**config.mk**
```make
export PLATFORM = sky130hd
export DESIGN_NAME = wp_seq_guard
export DESIGN_NICKNAME = d
export VERILOG_FILES = /design/src/rtl/wp_pkg.sv /design/src/rtl/wp_seq_match.sv /design/src/rtl/wp_load_window.sv /design/src/rtl/wp_prot_ctl.sv /design/src/rtl/wp_seq_guard.sv
export SDC_FILE = /design/constraint.sdc
export NUM_CORES = 1
export LEC_CHECK = 0
export BUFFER_PORTS_ARGS = -buffer_cell sky130_fd_sc_hd__buf_2
export CAP_MARGIN = 20
export CELL_PAD_IN_SITES_DETAIL_PLACEMENT = 1
export CELL_PAD_IN_SITES_GLOBAL_PLACEMENT = 2
export CORE_ASPECT_RATIO = 0.7
export CORE_MARGIN = 2
export CORE_UTILIZATION = 34
export CTS_CLUSTER_DIAMETER = 150
export CTS_CLUSTER_SIZE = 25
export DETAILED_ROUTE_END_ITERATION = 7
export PLACE_DENSITY_LB_ADDON = 0.1
export SLEW_MARGIN = 25
export SYNTH_ARGS = -nofsm -noshare
export SYNTH_HDL_FRONTEND = slang
export SYNTH_SLANG_ARGS = --single-unit
export TNS_END_PERCENT = 50
```
**constraint.sdc**
```tcl
create_clock -name clk -period 2.3 [get_ports clk]
set_input_delay 0.69 -clock clk [delete_from_list [all_inputs] [get_ports clk]]
set_output_delay 0.69 -clock clk [all_outputs]
set_load 0.1 [all_outputs]
```
**src/rtl/wp_pkg.sv**
```systemverilog
package wp_pkg;
  typedef enum logic [2:0] {
    M_IDLE, M_S1, M_S2, M_S3, M_S4, M_S5, M_DATA, M_OPEN
  } mstate_t;

  localparam logic [14:0] ADR_HI   = 15'h5555;
  localparam logic [14:0] ADR_LO   = 15'h2AAA;
  localparam logic [7:0]  B_KEY1   = 8'hAA;
  localparam logic [7:0]  B_KEY2   = 8'h55;
  localparam logic [7:0]  B_ARM    = 8'hA0;
  localparam logic [7:0]  B_PREFIX = 8'h80;
  localparam logic [7:0]  B_DROP   = 8'h20;
endpackage

```
**src/rtl/wp_seq_match.sv**
```systemverilog
module wp_seq_match
  import wp_pkg::*;
#(
  parameter int AW = 15,
  parameter int DW = 8
) (
  input  logic          clk,
  input  logic          rst_n,
  input  logic          fire,
  input  logic [AW-1:0] addr,
  input  logic [DW-1:0] data,
  input  logic          phase_close,
  output logic          is_cmd,
  output logic          unlocked,
  output logic          en_hit,
  output logic          dis_hit
);
  mstate_t state, nxt;
  logic hi, lo;

  assign hi = (addr == AW'(ADR_HI));
  assign lo = (addr == AW'(ADR_LO));

  always_comb begin
    nxt     = state;
    is_cmd  = 1'b0;
    en_hit  = 1'b0;
    dis_hit = 1'b0;
    if (fire) begin
      nxt = M_DATA;
      case (state)
        M_IDLE: if (hi && data == DW'(B_KEY1)) begin nxt = M_S1; is_cmd = 1'b1; end
        M_S1:   if (lo && data == DW'(B_KEY2)) begin nxt = M_S2; is_cmd = 1'b1; end
        M_S2: begin
          if (hi && data == DW'(B_ARM)) begin
            nxt = M_OPEN; is_cmd = 1'b1; en_hit = 1'b1;
          end else if (hi && data == DW'(B_PREFIX)) begin
            nxt = M_S3; is_cmd = 1'b1;
          end
        end
        M_S3:   if (hi && data == DW'(B_KEY1)) begin nxt = M_S4; is_cmd = 1'b1; end
        M_S4:   if (lo && data == DW'(B_KEY2)) begin nxt = M_S5; is_cmd = 1'b1; end
        M_S5: begin
          if (hi && data == DW'(B_DROP)) begin
            nxt = M_OPEN; is_cmd = 1'b1; dis_hit = 1'b1;
          end
        end
        M_OPEN:  nxt = M_OPEN;
        default: nxt = M_DATA;
      endcase
    end
  end

  always_ff @(posedge clk or negedge rst_n) begin
    if (!rst_n)           state <= M_IDLE;
    else if (phase_close) state <= M_IDLE;
    else if (fire)        state <= nxt;
  end

  assign unlocked = (state == M_OPEN);

  // a completed sequence always leaves the matcher unlocked
  p_hit_opens_r3: assert property (@(posedge clk) disable iff (!rst_n)
    (en_hit || dis_hit) |=> (state == M_OPEN));
  // a closed phase restarts matching from idle
  p_close_idle_r8: assert property (@(posedge clk) disable iff (!rst_n)
    phase_close |=> (state == M_IDLE));
endmodule

```
**src/rtl/wp_load_window.sv**
```systemverilog
module wp_load_window #(
  parameter int LOAD_WIN = 4096
) (
  input  logic clk,
  input  logic rst_n,
  input  logic fire,
  output logic close
);
  localparam int CW = (LOAD_WIN > 2) ? $clog2(LOAD_WIN) : 1;
  localparam logic [CW-1:0] LAST = CW'(LOAD_WIN - 1);

  logic          active;
  logic [CW-1:0] cnt;

  assign close = active && !fire && (cnt == LAST);

  always_ff @(posedge clk or negedge rst_n) begin
    if (!rst_n) begin
      active <= 1'b0;
      cnt    <= '0;
    end else if (fire) begin
      active <= 1'b1;
      cnt    <= '0;
    end else if (close) begin
      active <= 1'b0;
      cnt    <= '0;
    end else if (active) begin
      cnt    <= cnt + 1'b1;
    end
  end

  // the window never closes while idle
  p_close_active_r7: assert property (@(posedge clk) disable iff (!rst_n)
    close |=> !active);
endmodule

```
**src/rtl/wp_prot_ctl.sv**
```systemverilog
module wp_prot_ctl #(
  parameter int AW = 15,
  parameter int DW = 8
) (
  input  logic          clk,
  input  logic          rst_n,
  input  logic          store,
  input  logic [AW-1:0] addr,
  input  logic [DW-1:0] data,
  input  logic          close,
  input  logic          en_hit,
  input  logic          dis_hit,
  input  logic          cycle_done,
  output logic          prot_on,
  output logic          busy,
  output logic          st_valid,
  output logic [AW-1:0] st_addr,
  output logic [DW-1:0] st_data,
  output logic          commit_start,
  output logic          blind_start
);
  logic stored_any, pend_set, pend_clr;

  always_ff @(posedge clk or negedge rst_n) begin
    if (!rst_n) begin
      st_valid     <= 1'b0;
      st_addr      <= '0;
      st_data      <= '0;
      stored_any   <= 1'b0;
      commit_start <= 1'b0;
      blind_start  <= 1'b0;
      busy         <= 1'b0;
      pend_set     <= 1'b0;
      pend_clr     <= 1'b0;
      prot_on      <= 1'b0;
    end else begin
      st_valid     <= store;
      if (store) begin
        st_addr <= addr;
        st_data <= data;
      end
      commit_start <= close && stored_any;
      blind_start  <= close && !stored_any;
      if (close)      stored_any <= 1'b0;
      else if (store) stored_any <= 1'b1;
      if (en_hit)  pend_set <= 1'b1;
      if (dis_hit) pend_clr <= 1'b1;
      if (close) begin
        busy <= 1'b1;
      end else if (cycle_done && busy) begin
        busy     <= 1'b0;
        pend_set <= 1'b0;
        pend_clr <= 1'b0;
        if (pend_set)      prot_on <= 1'b1;
        else if (pend_clr) prot_on <= 1'b0;
      end
    end
  end

  // protection moves only on the end of a programming cycle
  p_prot_hold_r4: assert property (@(posedge clk) disable iff (!rst_n)
    !cycle_done |=> $stable(prot_on));
  // the two start pulses never coincide
  p_start_excl_r11: assert property (@(posedge clk) disable iff (!rst_n)
    $onehot0({commit_start, blind_start}));
endmodule

```
**src/rtl/wp_seq_guard.sv**
```systemverilog
module wp_seq_guard #(
  parameter int AW       = 15,
  parameter int DW       = 8,
  parameter int LOAD_WIN = 4096
) (
  input  logic          clk,
  input  logic          rst_n,
  input  logic          wr_valid,
  output logic          wr_ready,
  input  logic [AW-1:0] wr_addr,
  input  logic [DW-1:0] wr_data,
  input  logic          cycle_done,
  output logic          prot_on,
  output logic          st_valid,
  output logic [AW-1:0] st_addr,
  output logic [DW-1:0] st_data,
  output logic          commit_start,
  output logic          blind_start
);
  logic fire, close, is_cmd, unlocked, en_hit, dis_hit, store, busy;

  assign wr_ready = !busy;
  assign fire     = wr_valid && wr_ready;
  assign store    = fire && !is_cmd && (unlocked || !prot_on);

  wp_seq_match #(.AW(AW), .DW(DW)) u_match (
    .clk(clk), .rst_n(rst_n), .fire(fire), .addr(wr_addr), .data(wr_data),
    .phase_close(close), .is_cmd(is_cmd), .unlocked(unlocked),
    .en_hit(en_hit), .dis_hit(dis_hit)
  );

  wp_load_window #(.LOAD_WIN(LOAD_WIN)) u_win (
    .clk(clk), .rst_n(rst_n), .fire(fire), .close(close)
  );

  wp_prot_ctl #(.AW(AW), .DW(DW)) u_ctl (
    .clk(clk), .rst_n(rst_n), .store(store), .addr(wr_addr), .data(wr_data),
    .close(close), .en_hit(en_hit), .dis_hit(dis_hit), .cycle_done(cycle_done),
    .prot_on(prot_on), .busy(busy), .st_valid(st_valid), .st_addr(st_addr),
    .st_data(st_data), .commit_start(commit_start), .blind_start(blind_start)
  );

  // a command write is never forwarded to the page buffer
  p_cmd_no_store_r3: assert property (@(posedge clk) disable iff (!rst_n)
    (fire && is_cmd) |=> !st_valid);
  // a request refused by back-pressure stores nothing
  p_refused_no_store_r10: assert property (@(posedge clk) disable iff (!rst_n)
    (wr_valid && !wr_ready) |=> !st_valid);
  // a stored byte and a phase-close pulse never share a cycle
  p_store_vs_start_r7: assert property (@(posedge clk) disable iff (!rst_n)
    st_valid |-> !(commit_start || blind_start));
endmodule

```
==> impl_metrics.json, run 1 <==
{
  "critPathBufInv": 2,
  "synthDistinctLibCells": 45,
  "reg2reg_from": "u_match.state[1]",
  "grt_pass1_vias": 2014,
  "synth_fp_nets": 222,
  "die-area_mm2": 0.00742,
  "crit_chain": "buf_8 > or4b_4 > nor4_4 > nand3_2 > a221oi_4 > nor4_4 > buf_12 > mux2_4",
  "syn_area_mm2": 0.00229,
  "slowest_stage": "or4b_4",
  "firstDrtPassIters": 4,
  "leakage_nw": 1.54,
  "yosys.area.top_type": "dfrtp_1",
  "coreArea_mm2": 0.00637,
  "yosysWarnings": 0,
  "postSynth.asyncResetShare_pct": 100,
  "drive_gt1_share_pct": 49.7,
  "antenna_found_initial": 0,
  "cpPeakStageDelay_ps": 540,
  "maxCapViolCount": 0,
  "reg2regPathDepth": 7,
  "hold_class": "in2async",
  "post-route-period-util_pct": 103,
  "reg2reg_to": "u_ctl.st_data[4]",
  "cts_buffer_depth": 2,
  "vias": 1952,
  "synth_enable_flop_cells": 0,
  "stdcell_count": 391,
  "maxSlewViolCount": 0,
  "reg2reg_slack_ps": 70,
  "synth_area_per_cell_um2": 11.8,
  "ys_ff_latch": 47,
  "wl_per_cell_um": 16.9,
  "root_buffer": "clkbuf_8",
  "cpMostUsedCell": "nor4_4",
  "end_kind": "flop",
  "insertion_delay_ps": 320,
  "synth.area.top_cells": "dfrtp_1, mux2_4, o21ai_0, nor2_1, mux2_2",
  "yosys.area.top_type_share_pct": 51.4,
  "initial_core_util_pct": 36.0,
  "grt_max_degree": 23,
  "drt_first_iter_violations": 68,
  "worstSetupPathType": "in2reg",
  "hold_viol_final": 0,
  "pin_count": 55,
  "finClkSkew_ps": 8.72,
  "wl_um": 6600,
  "place_congestion": 0.744,
  "setup-tns-final_ps": -1190,
  "ir_worst_vdd_v": 0.000389,
  "die_h_um": 72.7,
  "seqPwrFrac_pct": 41.7,
  "syn-instance-count": 194,
  "layout_setup_ws_ps": -79.8,
  "htreeDepth": 2,
  "row_count": 24,
  "nFillCells": 708,
  "placedCellCount": 380,
  "grt_use_total_pct": 19.2,
  "place_ws_ps": -506,
  "drc": 0,
  "numPortBuffers": 54,
  "p_comb_share_pct": 28.7,
  "cts_hold_buffers": 0,
  "max_slew_margin_pct": 63.7,
  "cts_tree": "built",
  "crit_arrival_ps": 2580,
  "hpwl_um": 5180,
  "p_per_area_mw_per_mm2": 676,
  "post_drt_via_cell_ratio": 4.99,
  "clock_sinks": 47,
  "setup_violations": 23,
  "worst_setup_path_start_kind": "primary input",
  "finalCriticalPeriod_ps": 2380,
  "fp.dieW_um": 102,
  "grt_pass1_wl_um": 10800,
  "worst_slew_pin_slew_ps": 545,
  "p_int_w": 0.00138,
  "n_antenna_cell": 0,
  "p_sw_share_pct": 36.9,
  "path_max_fanout": 11,
  "area_delta_synth_final_pct": 41.6,
  "clk_pin_slew_ps": 90,
  "violations": "negative setup slack",
  "max_freq_mhz": 420,
  "switchingPower_w": 0.000808,
  "nets": 327,
  "gr-total-overflow": 0,
  "cts-buffers-inserted": 5,
  "clkPwrFrac_pct": 29.6,
  "required_ps": 2500,
  "ys.flop_type": "dfrtp_1",
  "final_antenna_net_count": 0,
  "seq_area_frac_synth_pct": 51.4,
  "path_delay_family": "simple AND/OR/NAND/NOR gates",
  "run_status": "finished with violations",
  "rsz0062_at_grt": "true"
}
==> registers in the layout, indices dropped and copies added, names as in the netlist, 3 cells and up <==
register / cells
u_ctl.st_addr: 15
u_ctl.st_data: 8
u_win.cnt: 12
u_match.state: 3
==> per-layer routing <==
layer	global-route usage (%)	routed length, um	up-vias
li1	-	-	937
met4	4.89	72	0
met3	4.12	270	7
met1	30.2	3550	972
met5	0	0	-
met2	26.5	2710	36
==> area by class of cell <==
| cell class | count | area [um^2] | share of cell area [%] |
|---|---|---|---|
| Clock buffer | 5 | 68.8 | 2.12 |
| Clock inverter | 3 | 47.5 | 1.47 |
| Inverter | 5 | 18.8 | 0.579 |
| Multi-Input combinational cell | 135 | 1100 | 33.8 |
| Sequential cell | 47 | 1180 | 36.3 |
| Tap cell | 91 | 114 | 3.51 |
| Timing Repair Buffer | 105 | 719 | 22.2 |
==> metrics by stage <==
stage	util [%]	hold slack [ps]	instance area, um^2	power (W)
2_1_floorplan	-	394	2290	0.00136
3_3_place_gp	47.8	442	3050	0.00154
3_5_place_dp	47.8	444	3050	0.00155
4_1_cts	50.4	357	3210	0.00221
5_1_grt	50.9	375	3240	0.00227
6_report	50.9	348	3240	0.00219
==> placed cells by master (no fill, tap or decap), drive strengths merged, types with 6 or more instances in the layout <==
cell type,n
inv,6
nor2,15
buf,105
o21ai,15
and3,6
mux2,23
nand2,12
nand3,7
dfrtp,47
a21oi,6
==> synthesized netlist by cell type (2+ instances only) <==
cell / count
mux2_4: 18
dfrtp_1: 47
xor2_1: 3
and3_1: 6
a21oi_1: 6
nand4b_1: 2
nor4_1: 3
nand4_1: 4
nor4bb_1: 3
nand2_1: 12
mux2_2: 4
nand3_1: 6
clkbuf_1: 3
and2_1: 2
nor2b_1: 2
inv_1: 5
a22o_1: 3
a31oi_1: 4
o21ai_0: 15
nor2_1: 15
nor3_1: 4
nor4b_1: 2
buf_6: 2
a41oi_1: 2
==> kinds of logic (layout without fill, tap and decap cells) <==
| logic type | count (synthesis) | in the layout | synth area share (%) |
|---|---|---|---|
| DFF | 47 | 47 | 51.4 |
| AOI/OAI and AO/OA | 37 | 37 | 11.3 |
| muxes | 23 | 23 | 14.3 |
| buffers and inverters | 12 | 118 | 2.73 |
| adders and majority gates | 1 | 1 | 0.546 |
| xor gates and xnor gates | 3 | 3 | 1.15 |
| and+or+nand+nor | 71 | 71 | 18.7 |
==> worst register-to-register path, cell delays in order (launching register included) <==
cell      delay, ps
dfrtp_1         470
nor4_1          440
buf_4           190
nand3_2         110
a221oi_4        340
nor4_4          100
buf_12          170
mux2_4          300
==> power groups by stage <==
stage                     Clock (W)  Combinational [W]  Sequential, W
after global placement            0           0.000616       0.000927
final                      0.000649           0.000629       0.000915
after CTS                  0.000666           0.000631       0.000915
after floorplan                   0           0.000121        0.00124
after global routing       0.000694           0.000655       0.000922
after detailed placement          0           0.000622       0.000930
==> worst max path at each step <==
stage | endpoint | from | slack (ps) | depth (start not counted)
6_report | u_ctl.st_data[4] | wr_addr[0] | -80 | 8
5_1_grt | u_ctl.st_addr[13] | wr_addr[0] | -120 | 8
4_1_cts | u_ctl.st_data[4] | wr_addr[0] | -90 | 8
3_5_place_dp | u_ctl.st_addr[13] | wr_addr[0] | -510 | 8
3_3_place_gp | u_ctl.st_data[2] | wr_addr[0] | -470 | 8
2_1_floorplan | u_ctl.st_addr[10] | wr_addr[0] | -250 | 7
==> repair_timing <==
action,4_1_cts,5_1_grt
pin swaps,1,2
buffers inserted,2,1
endpoints found under the setup margin,24,25
gates resized for setup,7,6
Note: power is estimated with default switching activity, not from simulation.
==> run 2, diff against run 1 <==
BUFFER_PORTS_ARGS = -buffer_cell sky130_fd_sc_hd__buf_4   (was -buffer_cell sky130_fd_sc_hd__buf_2)
CORE_ASPECT_RATIO = 0.9   (was 0.7)
==> impl_metrics.json, run 2 (synthesized netlist as in run 1, its figures left out) <==
{
  "drc": 0,
  "end_kind": "flop",
  "leakage_nw": 1.53,
  "maxSlewViolCount": 0,
  "antenna_found_initial": 0,
  "worstSetupPathType": "in2reg",
  "hold_class": "in2async",
  "area_delta_synth_final_pct": 41.4,
  "layout_common_cells": "buf_4, dfrtp_1, mux2_4, nor2_1, o21ai_0",
  "switchingPower_w": 0.000760,
  "gr-total-overflow": 0,
  "cts-buffers-inserted": 5,
  "drt-met1-wl_um": 3250,
  "p_per_area_mw_per_mm2": 652,
  "hold_viol_final": 0,
  "die_h_um": 81.9,
  "layout_setup_ws_ps": -69.2,
  "p_int_w": 0.00135,
  "met3WireLength_um": 254,
  "setup_violations": 23,
  "insertion_delay_ps": 300,
  "wl_per_cell_um": 16.1,
  "grt_use_total_pct": 17.8,
  "clk_pin_slew_ps": 90,
  "reg2reg_slack_ps": 100,
  "initial_core_util_pct": 35.0,
  "cts_buffer_depth": 2,
  "hpwl_um": 4730,
  "p_sw_share_pct": 36.0,
  "nets": 317,
  "die-area_mm2": 0.00741,
  "final_antenna_net_count": 0,
  "firstDrtPassIters": 4,
  "drt_first_iter_violations": 39,
  "root_buffer": "clkbuf_8",
  "place_congestion": 0.772,
  "largestRegisters": "u_ctl.st_addr x15, u_win.cnt x12, u_ctl.st_data x8",
  "finClkSkew_ps": 8.84,
  "n_antenna_cell": 0,
  "numPortBuffers": 54,
  "row_count": 28,
  "vias": 1905,
  "p_comb_share_pct": 30.4,
  "grt_max_degree": 48,
  "max_freq_mhz": 422,
  "rsz0062_at_grt": "true",
  "clock_sinks": 47,
  "wl_um": 6120,
  "grt_pass1_vias": 2049,
  "final_common_cell": "buf_4",
  "largest_register": "u_ctl.st_addr",
  "drive_gt1_share_pct": 46.6,
  "pin_count": 55,
  "run_status": "finished with violations",
  "crit_arrival_ps": 2560,
  "max_slew_margin_pct": 59.6,
  "finalCriticalPeriod_ps": 2370,
  "grt_pass1_wl_um": 10400,
  "worst_slew_pin_slew_ps": 606,
  "required_ps": 2490,
  "power_w": 0.00211,
  "fp.dieW_um": 90.5,
  "post_drt_via_cell_ratio": 5.01,
  "stdcell_count": 380,
  "cts_tree": "built",
  "violations": "negative setup slack",
  "topRoutingLayerUsed": "met4",
  "seqPwrFrac_pct": 43.4,
  "cts_hold_buffers": 0,
  "worst_setup_path_start_kind": "primary input",
  "path_max_fanout": 5,
  "largest_reg_flops": 15,
  "htreeDepth": 2,
  "clkPwrFrac_pct": 26.2,
  "ir_worst_vdd_v": 0.000322,
  "coreArea_mm2": 0.00655,
  "met2_length_um": 2540,
  "placedCellCount": 371,
  "post-route-period-util_pct": 103,
  "maxCapViolCount": 0
}
-- run 2: cell types whose count changed in the layout (fill, tap and decap cells not counted), sizes merged --
| cell | before | now |
|---|---|---|
| clkinv | 1 | 0 |
| inv | 6 | 5 |
| buf | 105 | 95 |
| clkbuf | 5 | 8 |
| bufinv | 1 | 0 |
-- run 2: final cells by class --
class	count	area [um^2]
inverter	5	18.8
fill	725	3310
timing repair buffer	95	737
tap	90	113
clock buffer	8	100
multi-input combinational	135	1090
sequential	47	1180
-- run 2: metal layers --
layer	up-vias	global-route usage, %
met3	5	4.31
met5	-	0
met1	951	25.9
met2	39	26.0
li1	910	-
met4	0	6.00
-- run 2: final timing paths --
path	startpoint	end	cells past startpoint
worst min-delay path	rst_n	u_ctl.st_data[3]	1
max in group asynchronous	rst_n	u_ctl.st_addr[13]	1
worst min register to register	u_ctl.stored_any	u_ctl.blind_start	1
worst max-delay path	wr_addr[0]	u_ctl.st_addr[10]	8
min in group clk	u_ctl.stored_any	u_ctl.blind_start	1
worst max register to register	u_match.state[0]	u_ctl.st_addr[14]	8
-- run 2: repair_timing --
action,in CTS,in global routing
pin swaps,3,0
endpoints found under the hold margin,0,0
setup endpoints to repair,24,23
buffers inserted,1,0
resized for setup,9,1
-- run 2: power groups by stage --
| stage | registers, W | clock network (W) | logic (W) |
|---|---|---|---|
| 2_1_floorplan | 0.00124 | 0 | 0.000121 |
| 3_3_place_gp | 0.000931 | 0 | 0.000636 |
| 3_5_place_dp | 0.000930 | 0 | 0.000641 |
| 4_1_cts | 0.000917 | 0.000570 | 0.000648 |
| 5_1_grt | 0.000924 | 0.000608 | 0.000669 |
| 6_report | 0.000915 | 0.000552 | 0.000642 |
-- run 2: per-stage QoR --
step / hold WS [ps] / area [um^2] / util, % / setup TNS, ps / worst slack [ps]
3_5_place_dp: 436 / 3080 / 47.0 / -12740 / -539
5_1_grt: 429 / 3240 / 49.4 / -2680 / -140
3_3_place_gp: 429 / 3080 / 47.0 / -12290 / -517
2_1_floorplan: 394 / 2290 / - / -4890 / -249
4_1_cts: 415 / 3230 / 49.4 / -1160 / -71.6
6_report: 383 / 3240 / 49.4 / -1050 / -69.2
-- run 2: critical path: stages --
cell      delay (ps)
buf_6            100
or4b_4           540
nor4_4           150
nand3_2          160
a221oi_4         330
nor4_4            90
buf_4            190
mux2_4           290
==> run 3, diff against run 2 <==
CORE_UTILIZATION = 35   (was 34)
SYNTH_HIERARCHICAL = 1   (was unset)
==> impl_metrics.json, run 3 <==
{
  "vias": 1906,
  "run_status": "finished with violations",
  "yosysMostFrequentCell": "dfrtp_1",
  "synth_fp_nets": 224,
  "root_buffer": "clkbuf_8",
  "ir_worst_vdd_v": 0.000267,
  "grt_max_degree": 48,
  "synth_top_family_by_area": "simple AND/OR/NAND/NOR gates",
  "maxSlewViolCount": 0,
  "syn-instance-count": 196,
  "worst_setup_path_start_kind": "primary input",
  "coreArea_mm2": 0.00662,
  "path_delay_family": "simple AND/OR/NAND/NOR gates",
  "yosys-top-cells-count": "dfrtp_1, mux2_4, a21oi_1, nor2_1, inv_1",
  "layout_setup_ws_ps": -17.6,
  "ys_ff_latch": 47,
  "grt_use_total_pct": 18.0,
  "clock_sinks": 47,
  "clk_pin_slew_ps": 90,
  "violations": "negative setup slack",
  "nFillCells": 706,
  "row_count": 28,
  "fp.dieW_um": 91.5,
  "drive_gt1_share_pct": 48.6,
  "finClkSkew_ps": 10.2,
  "synth_compound_area_share_pct": 10.0,
  "required_ps": 2500,
  "max_freq_mhz": 431,
  "post-route-period-util_pct": 101,
  "largestRegisters": "u_ctl/st_addr x15, u_win/cnt x12, u_ctl/st_data x8",
  "drt_first_iter_violations": 76,
  "fin_util_pct": 50.2,
  "maxCapViolCount": 0,
  "cts_tree": "built",
  "largest_reg_flops": 15,
  "drc": 0,
  "crit_arrival_ps": 2520,
  "end_kind": "flop",
  "hold_viol_final": 0,
  "hold_class": "in2async",
  "post_drt_via_cell_ratio": 5.07,
  "grt_pass1_wl_um": 10500,
  "yosys.area.top_type_share_pct": 48.8,
  "final_common_cell": "buf_4",
  "wl_per_cell_um": 17.1,
  "yosysWarnings": 6,
  "syn_area_mm2": 0.00241,
  "n_antenna_cell": 0,
  "cpPeakStageDelay_ps": 340,
  "grt_pass1_vias": 1944,
  "placedCellCount": 366,
  "max_slew_margin_pct": 59.8,
  "synth_area_per_cell_um2": 12.3,
  "yosys.area.top_type": "dfrtp_1",
  "synth_xor_area_share_pct": 1.45,
  "wl_um": 6440,
  "synth.area.top_cells": "dfrtp_1, mux2_4, a21oi_1, mux2_2, or4_1",
  "htreeDepth": 2,
  "leakage_nw": 1.51,
  "postLayoutCellArea_mm2": 0.00332,
  "setup_violations": 19,
  "synthDistinctLibCells": 56,
  "die_h_um": 82.8,
  "postSynth.asyncResetShare_pct": 100,
  "placed_cell_area_mm2": 0.00318,
  "place_ws_ps": -334,
  "initial_core_util_pct": 36.4,
  "nets": 314,
  "ys.flop_type": "dfrtp_1",
  "crit_chain": "buf_4 > nor4b_4 > nand3_2 > nor3_4 > a21oi_1 > o32ai_2 > nor3b_4 > buf_12 > mux2_4",
  "gr-total-overflow": 0,
  "hpwl_um": 4820,
  "pin_count": 55,
  "synthSimpleGateAreaFrac_pct": 21.3,
  "seq_area_frac_synth_pct": 48.8,
  "worstSetupPathType": "in2reg",
  "rsz0062_at_grt": "true",
  "synth_enable_flop_cells": 0,
  "cts_buffer_depth": 2,
  "layout_common_cells": "buf_4, dfrtp_1, mux2_4, nor2_1, a21oi_1",
  "worst_slew_pin_slew_ps": 604,
  "cts_hold_buffers": 0,
  "antenna_found_initial": 0,
  "synth_fa_ha_area_share_pct": 0.519,
  "cts-buffers-inserted": 5,
  "slowest_stage": "o32ai_2",
  "largest_register": "u_ctl/st_addr",
  "firstDrtPassIters": 4,
  "die-area_mm2": 0.00757,
  "area_delta_synth_final_pct": 37.8,
  "finalCriticalPeriod_ps": 2320,
  "p_per_area_mw_per_mm2": 642,
  "numPortBuffers": 54,
  "critPathBufInv": 2,
  "synthMuxAreaShare_pct": 14.1,
  "setup-tns-final_ps": -198,
  "stdcell_count": 376,
  "place_congestion": 0.854,
  "insertion_delay_ps": 310,
  "path_max_fanout": 13,
  "final_antenna_net_count": 0
}
run 3: cell types whose count changed in the layout (fill, tap and decap cells not counted), moves of 4 or more:
cell     previous run  this run
a21oi_1             6        10
and3_1              6         0
buf_4              91        86
nand2_1            11         6
nor2_1             15        10
nor2b_1             2         6
o21ai_0            15         5
or4_1               1         6
run 3: power by group:
group          switching (W)  leakage (nW)  total [W]  internal, W
Clock               0.000279        0.0513   0.000598     0.000319
Sequential         0.0000361         0.576   0.000913     0.000877
Combinational       0.000431         0.887   0.000623     0.000192
run 3: layer usage:
metal / vias up / track usage, % / wire [um]
li1: 922 / - / -
met5: - / 0 / 0
met1: 945 / 25.8 / 3200
met4: 0 / 6.82 / 93
met2: 31 / 26.7 / 2900
met3: 8 / 4.08 / 244
run 3: cell type report:
| cell class | count | area, um^2 | area share, % |
|---|---|---|---|
| Inverter | 7 | 26.3 | 0.791 |
| Tap cell | 90 | 113 | 3.39 |
| Clock inverter | 1 | 30.0 | 0.904 |
| Multi-Input combinational cell | 137 | 1220 | 36.7 |
| Clock buffer | 6 | 72.6 | 2.18 |
| Sequential cell | 47 | 1180 | 35.4 |
| Timing Repair Buffer | 88 | 686 | 20.6 |
run 3: path summary, 6_finish.rpt:
check | start | to | slack [ps] | depth (start not counted)
worst max register to register | u_match/state[2] | u_ctl/st_data[6] | 150 | 8
worst min register to register | u_ctl/stored_any | u_ctl/blind_start | 470 | 1
max in group asynchronous | rst_n | u_ctl/st_data[6] | 1500 | 1
min in group clk | u_ctl/stored_any | u_ctl/blind_start | 470 | 1
worst max-delay path | wr_addr[11] | u_ctl/st_addr[14] | -20 | 9
worst min-delay path | rst_n | u_win/cnt[5] | 380 | 1
run 3: logic make-up after synthesis:
logic type / count (synthesis)
flip-flops: 47
AND/OR/NAND/NOR: 73
AO/OA/AOI/OAI: 35
adder cells (fa/ha/maj): 1
XOR/XNOR: 4
multiplexers: 24
buffers and inverters: 12
run 3: worst reg2reg max path, stage by stage (launching register included):
cell and delay (ps):
dfrtp_1 480, inv_1 160, nand2b_1 120, o32ai_2 110, a22oi_2 210, o32ai_2 120, nor3b_4 310, buf_12 190
mux2_2 330
run 3: stage by stage:
step | total power [W] | hold slack (ps)
6_report | 0.00213 | 380
5_1_grt | 0.00223 | 416
4_1_cts | 0.00216 | 405
3_5_place_dp | 0.00156 | 460
3_3_place_gp | 0.00155 | 460
2_1_floorplan | 0.00135 | 394
run 3: repair_timing:
item	CTS	global route
resized for setup	0	4
hold endpoints to repair	0	0
setup endpoints to repair	0	27
setup buffers	0	3
